[src/rtl/nid_pkg.sv]
package nid_pkg;

   typedef enum logic [2:0] {
      ST_IDLE,
      ST_QUO,
      ST_LOW,
      ST_HIGH,
      ST_READ,
      ST_FIN
   } nid_state_e;

   localparam logic OP_PICK = 1'b0;
   localparam logic OP_READ = 1'b1;

endpackage

[src/rtl/nid_sdiv.sv]
// Radix-2 restoring unsigned divider: one quotient bit per cycle.
module nid_sdiv #(
   parameter int W = 32
) (
   input  logic         clk,
   input  logic         rst_n,
   input  logic         go,
   input  logic [W-1:0] num,
   input  logic [W-1:0] den,
   output logic [W-1:0] quo,
   output logic         rdy
);
   localparam int CNTW = $clog2(W) + 1;

   if (W < 2) begin : g_bad_width
      $error("nid_sdiv: W must be at least 2");
   end

   logic [W-1:0]    acc;
   logic [W-1:0]    quo_r;
   logic [W-1:0]    den_r;
   logic [CNTW-1:0] cnt;
   logic            run;

   logic [W:0]      shifted;
   logic [W-1:0]    diff;
   logic            take;

   always_comb begin
      shifted = {acc, quo_r[W-1]};
      take    = shifted >= {1'b0, den_r};
      diff    = shifted[W-1:0] - den_r;
   end

   always_ff @(posedge clk or negedge rst_n) begin
      if (!rst_n) begin
         acc   <= '0;
         quo_r <= '0;
         den_r <= '0;
         cnt   <= '0;
         run   <= 1'b0;
         rdy   <= 1'b0;
      end else begin
         rdy <= 1'b0;
         if (go) begin
            acc   <= '0;
            quo_r <= num;
            den_r <= den;
            cnt   <= CNTW'(W);
            run   <= 1'b1;
         end else if (run) begin
            acc   <= take ? diff : shifted[W-1:0];
            quo_r <= {quo_r[W-2:0], take};
            cnt   <= cnt - CNTW'(1);
            if (cnt == CNTW'(1)) begin
               run <= 1'b0;
               rdy <= 1'b1;
            end
         end
      end
   end

   assign quo = quo_r;

endmodule

[src/rtl/nid_pick.sv]
// Chooses between floor divider q0 and q0+1 by comparing rate errors.
module nid_pick #(
   parameter int W  = 32,
   parameter int CW = 8
) (
   input  logic [W-1:0]  req,
   input  logic [W-1:0]  q0,
   input  logic [W-1:0]  rate_up,
   input  logic [W-1:0]  rate_dn,
   output logic [CW-1:0] code,
   output logic          sat
);
   localparam logic [W:0] LIMIT = {{(W+1-CW){1'b0}}, {CW{1'b1}}};

   logic [W-1:0] err_up;
   logic [W-1:0] err_dn;
   logic         bump;
   logic [W:0]   sum;

   always_comb begin
      err_up = (req >= rate_up) ? (req - rate_up) : (rate_up - req);
      err_dn = (req >= rate_dn) ? (req - rate_dn) : (rate_dn - req);
      bump   = err_up <= err_dn;
      sum    = {1'b0, q0} + {{W{1'b0}}, bump};
      sat    = sum > LIMIT;
      code   = sat ? LIMIT[CW-1:0] : sum[CW-1:0];
   end

endmodule

[src/rtl/nid_divsel.sv]
module nid_divsel #(
   parameter int W  = 32,
   parameter int CW = 8
) (
   input  logic          clk,
   input  logic          rst_n,
   input  logic          start,
   input  logic          op_read,
   input  logic [W-1:0]  parent_rate,
   input  logic [W-1:0]  req_rate,
   input  logic [CW-1:0] stored_code,
   output logic          busy,
   output logic          done,
   output logic [CW-1:0] div_code,
   output logic          clamp_hi,
   output logic          clamp_lo,
   output logic [W-1:0]  out_rate
);
   import nid_pkg::*;

   localparam logic [W-1:0]  CODE_MAX_W = {{(W-CW){1'b0}}, {CW{1'b1}}};
   localparam logic [CW-1:0] CODE_MAX   = {CW{1'b1}};
   localparam logic [CW-1:0] CODE_ONE   = CW'(1);

   if (CW < 1 || CW >= W) begin : g_bad_cfg
      $error("nid_divsel: CW must lie in 1..W-1");
   end

   nid_state_e   st;
   logic [W-1:0]  p_q;
   logic [W-1:0]  r_q;
   logic [CW-1:0] c_q;
   logic [W-1:0]  q0_q;
   logic [W-1:0]  rup_q;
   logic          go_q;

   logic [W-1:0]  dv_den;
   logic [W-1:0]  dv_quo;
   logic          dv_rdy;
   logic [CW-1:0] pk_code;
   logic          pk_sat;

   always_comb begin
      case (st)
         ST_LOW:  dv_den = q0_q + W'(1);
         ST_HIGH: dv_den = q0_q;
         ST_READ: dv_den = {{(W-CW){1'b0}}, c_q};
         default: dv_den = r_q;
      endcase
   end

   nid_sdiv #(.W(W)) u_div (
      .clk   (clk),
      .rst_n (rst_n),
      .go    (go_q),
      .num   (p_q),
      .den   (dv_den),
      .quo   (dv_quo),
      .rdy   (dv_rdy)
   );

   nid_pick #(.W(W), .CW(CW)) u_pick (
      .req     (r_q),
      .q0      (q0_q),
      .rate_up (rup_q),
      .rate_dn (dv_quo),
      .code    (pk_code),
      .sat     (pk_sat)
   );

   always_ff @(posedge clk or negedge rst_n) begin
      if (!rst_n) begin
         st       <= ST_IDLE;
         p_q      <= '0;
         r_q      <= '0;
         c_q      <= '0;
         q0_q     <= '0;
         rup_q    <= '0;
         go_q     <= 1'b0;
         div_code <= '0;
         clamp_hi <= 1'b0;
         clamp_lo <= 1'b0;
         out_rate <= '0;
      end else begin
         go_q <= 1'b0;
         case (st)
            ST_IDLE: begin
               if (start) begin
                  p_q <= parent_rate;
                  r_q <= req_rate;
                  c_q <= stored_code;
                  if (op_read == OP_READ) begin
                     if (stored_code == '0) begin
                        out_rate <= '0;
                        st       <= ST_FIN;
                     end else begin
                        st   <= ST_READ;
                        go_q <= 1'b1;
                     end
                  end else if (req_rate == '0) begin
                     div_code <= CODE_MAX;
                     clamp_hi <= 1'b1;
                     clamp_lo <= 1'b0;
                     st       <= ST_FIN;
                  end else begin
                     st   <= ST_QUO;
                     go_q <= 1'b1;
                  end
               end
            end
            ST_QUO: begin
               if (dv_rdy) begin
                  q0_q <= dv_quo;
                  if (dv_quo == '0) begin
                     div_code <= CODE_ONE;
                     clamp_hi <= 1'b0;
                     clamp_lo <= 1'b1;
                     st       <= ST_FIN;
                  end else if (dv_quo > CODE_MAX_W) begin
                     div_code <= CODE_MAX;
                     clamp_hi <= 1'b1;
                     clamp_lo <= 1'b0;
                     st       <= ST_FIN;
                  end else begin
                     st   <= ST_LOW;
                     go_q <= 1'b1;
                  end
               end
            end
            ST_LOW: begin
               if (dv_rdy) begin
                  rup_q <= dv_quo;
                  st    <= ST_HIGH;
                  go_q  <= 1'b1;
               end
            end
            ST_HIGH: begin
               if (dv_rdy) begin
                  div_code <= pk_code;
                  clamp_hi <= pk_sat;
                  clamp_lo <= 1'b0;
                  st       <= ST_FIN;
               end
            end
            ST_READ: begin
               if (dv_rdy) begin
                  out_rate <= dv_quo;
                  st       <= ST_FIN;
               end
            end
            ST_FIN:  st <= ST_IDLE;
            default: st <= ST_IDLE;
         endcase
      end
   end

   assign busy = (st != ST_IDLE);
   assign done = (st == ST_FIN);

endmodule

[config.mk]
export PLATFORM = sky130hd
export DESIGN_NAME = nid_divsel
export DESIGN_NICKNAME = d
export VERILOG_FILES = /design/src/rtl/nid_pkg.sv /design/src/rtl/nid_sdiv.sv /design/src/rtl/nid_pick.sv /design/src/rtl/nid_divsel.sv
export SDC_FILE = /design/constraint.sdc
export NUM_CORES = 1
export LEC_CHECK = 0
export ABC_AREA = 1
export CAP_MARGIN = 10
export CORE_ASPECT_RATIO = 1.25
export CORE_MARGIN = 4
export CORE_UTILIZATION = 57
export CTS_BUF_LIST = sky130_fd_sc_hd__clkbuf_8
export DETAILED_ROUTE_END_ITERATION = 6
export HOLD_SLACK_MARGIN = 0.03
export PLACE_DENSITY = 0.79
export SLEW_MARGIN = 20
export SYNTH_ARGS = -nofsm -noshare
export SYNTH_HDL_FRONTEND = slang
export SYNTH_SLANG_ARGS = --single-unit
[constraint.sdc]
create_clock -name clk -period 4.4 [get_ports clk]
set_input_delay 0.88 -clock clk [delete_from_list [all_inputs] [get_ports clk]]
set_output_delay 0.88 -clock clk [all_outputs]
set_load 0.01 [all_outputs]
==> metrics.md <==
| Metric | Value |
|---|---|
| Status | `complete, but fails checks` |
| Failing checks | `setup timing` |
| Most frequent CP cell | `nand2_2` |
| Mapped Cells | `3596` |
| Req. time, crit path | `4890 ps` |
| Post-synth EDFFs | `0` |
| Largest net degree at the start of global routing | `between 100 and 150` |
| Final Setup Violations | `9` |
| Port buffer count | `about 120` |
| Worst-path maximum fanout | `8` |
| Cell variety after synth | `49` |
| Cell area after synthesis | `24000 µm²` |
| Die Wd | `between 150 and 200 µm` |
| Synth area leader | `dfrtp_1` |
| Async SR Flop Fraction | `100%` |
| Via Count | `28.4k` |
| Vias in the first global route | `27.5k` |
| Fill cells | `3217` |
| Post-DR wirelength/cell | `21.7 µm` |
| DRT iter0 DRCs | `between 3k and 4k` |
| Clk sinks | `around 290` |
| Rows | `83` |
| Highest Clock Rate | `179 MHz` |
| Layout Cells excl Fill | `4827` |
| Most Used Layer, Global Route | `met2` |
| Max Cap Viol | `0` |
| Startpoint Class | `register` |
| Multi-input logic area | `15300 µm²` |
| DRT Pass-1 Iters | `7` |
| Die ar. | `45500 µm²` |
| Clock Skew | `about 56 ps` |
| Initial antenna violation count | `4` |
| Layout cell share with drive strength beyond 1 | `20.3%` |
| Worst R2R Start | `r_q[0]` |
| Area grow syn2layout | `32.2%` |
| Main area contributors after synthesis | `dfrtp_1 (30%), nand2_1 (15%), ha_1 (10%)` |
| Tcrit/Tclk final | `127%` |
| Core area | `41300 µm²` |
| Inserted Clock Buffers | `48` |
| Setup crit end kind | `register` |
| Seq/Total Area, Yosys | `between 20% and 30%` |
| Clock Tree Buf Depth | `3` |
| Worst path slowest cell | `dfrtp_1` |
| Initial core utilization | `58.1%` |
| Crit-path max cell delay | `430 ps` |
| Synth Warn # | `0` |
| Total grt overflow | `0` |
| RSZ-0062 raised after global routing | `true` |
| CTS tree | `done` |
| Total Routing Usage GR | `between 40 and 50%` |
| Critical path class | `reg -> reg` |
| Worst min path class | `in -> async` |
| Die Ht | `~240 µm` |
| CTS root buffer | `clkbuf_8` |
| Ports | `120` |
| CP arrival | `6090 ps` |
| WL final | `approximately 100000 µm` |
| Fin. max-slew vios | `0` |
| #FFs+latches synth | `286` |
| Final net count | `4511` |
| Gpl congestion | `1.11` |
| HPWL after detailed placement | `81800 µm` |
| Post-DRT Antenna Nets | `0` |
| Mean Syn Cell Area | `6.67 µm²` |
| Worst Reg-to-Reg Cells | `41` |
| Sequential standard cell area | `7160 µm²` |
| Tightest Pin Transition | `1030 ps` |
| Placed cell count | `4714` |
| Cts hold-fix bufs | `0` |
| Rel. slew slack | `30.9%` |
| Met2 Usage GRT | `70.7%` |
| H-Tree Depth | `2` |
| Clk_lat worst skew | `between 600 and 700 ps` |
| DRC | `0` |
| Reg2reg end | `div_code[2]` |
| Syn nets | `3872` |
| Clock slew at reported path FFs | `roughly 60 ps` |
| Top-area cell type share of the netlist area | `between 20 and 30%` |
| Crit. Startpoint | `r_q[0]` |
| Global Route met1 Usage | `about half` |
| First-pass GRT wire length | `155000 µm` |
| R2R setup slack | `-1200 ps` |
| Count of final hold-check violations | `0` |
| Post-synth top flop | `dfrtp_1` |
| Met3 GRT Util | `9.06%` |
| Final min period | `5600 ps` |
| Avg Vias per Cell | `5.88` |
| Final Worst Setup Slack | `-1200 ps` |
timing repair:
item | CTS | global route
gates cloned | 3 | 1
resized for setup | 73 | 102
setup endpoints to repair | 9 | 9
pin swaps | 30 | 50
hold endpoints to repair | 0 | 0
buffers inserted | 10 | 10
cell usage after synthesis (47+ instances only):
cell type,n
o22ai_1,47
dfrtp_1,286
ha_1,195
inv_1,459
a21oi_1,244
nand3_1,205
a31oi_1,48
nor2_1,306
xor2_1,61
o21ai_0,351
nand2_1,958
clkbuf_1,69
flip-flops by register name, summed over array words and instances (netlist names), 3 cells and up:
register and cells:
rup_q 32, p_q 32, u_div.acc 32, r_q 32, out_rate 32, u_div.cnt 6
u_div.den_r 32, div_code 8, q0_q 32, u_div.quo 32, st 3, c_q 8
cell families after synthesis:
group	synth area share (%)
xor gates and xnor gates	3.61
AOI/OAI and AO/OA	18.4
adders and majority gates	10.6
buffers and inverters	9.52
muxes	0.209
DFF	29.8
and+or+nand+nor	27.9
cell type report:
| type | count | share of cell area [%] |
|---|---|---|
| multi-input combinational | 2725 | 48.1 |
| timing repair buffer | 708 | 18.3 |
| tap | 552 | 2.18 |
| antenna | 3 | 0.0237 |
| clock inverter | 29 | 0.781 |
| sequential | 286 | 22.6 |
| inverter | 466 | 5.56 |
| clock buffer | 58 | 2.52 |
worst max-delay path, delay by kind of cell (launching register included):
family / cells / cell delay (ps)
buffers and inverters: 6 / 810
adders and majority gates: 4 / 1040
DFF: 1 / 430
xor gates and xnor gates: 1 / 190
and+or+nand+nor: 25 / 2220
AOI/OAI and AO/OA: 5 / 720
metrics by stage:
stage | worst slack (ps) | instance area, µm² | util [%] | setup TNS (ps) | hold WS (ps)
after floorplan | -90.3 | 24100 | - | -730 | 449
after global placement | -1000 | 29800 | 72.1 | -8940 | 464
after detailed placement | -1090 | 29800 | 72.1 | -9670 | 468
after CTS | -873 | 31200 | 75.6 | -7600 | 319
after global routing | -1430 | 31700 | 76.7 | -12570 | 343
final | -1200 | 31700 | 76.8 | -10560 | 273
cells in the final DEF (no fill, tap or decap), types with 23 or more instances in the layout:
| master | instances |
|---|---|
| nand2_1 | 924 |
| buf_4 | 574 |
| inv_1 | 460 |
| o21ai_0 | 335 |
| nor2_1 | 281 |
| dfrtp_1 | 281 |
| a21oi_1 | 220 |
| nand3_1 | 199 |
| ha_1 | 173 |
| clkdlybuf4s50_1 | 118 |
| xor2_1 | 59 |
| clkbuf_8 | 58 |
| a31oi_1 | 48 |
| o22ai_1 | 47 |
| nor2_2 | 35 |
| o21ai_1 | 35 |
| xnor2_1 | 35 |
| nand2_2 | 34 |
| nor3_1 | 29 |
| nand4_1 | 28 |
| a21o_1 | 23 |
worst max-delay path by stage:
stage	endpoint	slack (ps)	cells past startpoint
floorplan	div_code[1]	-90	36
global placement	div_code[3]	-1000	37
detailed placement	div_code[3]	-1090	39
CTS	div_code[6]	-870	40
global route	div_code[2]	-1430	40
finish	div_code[2]	-1200	41
layer usage:
layer	vias up	share of wire (%)	routed length [µm]
li1	13085	-	-
met1	13026	35	36500
met2	1767	45	47300
met3	525	9.2	9650
met4	0	11	11200
met5	-	0	0
Power is left out: the tool's default activity adds up to more than one toggle a clock period on the data nets, which glitch-free logic cannot reach.
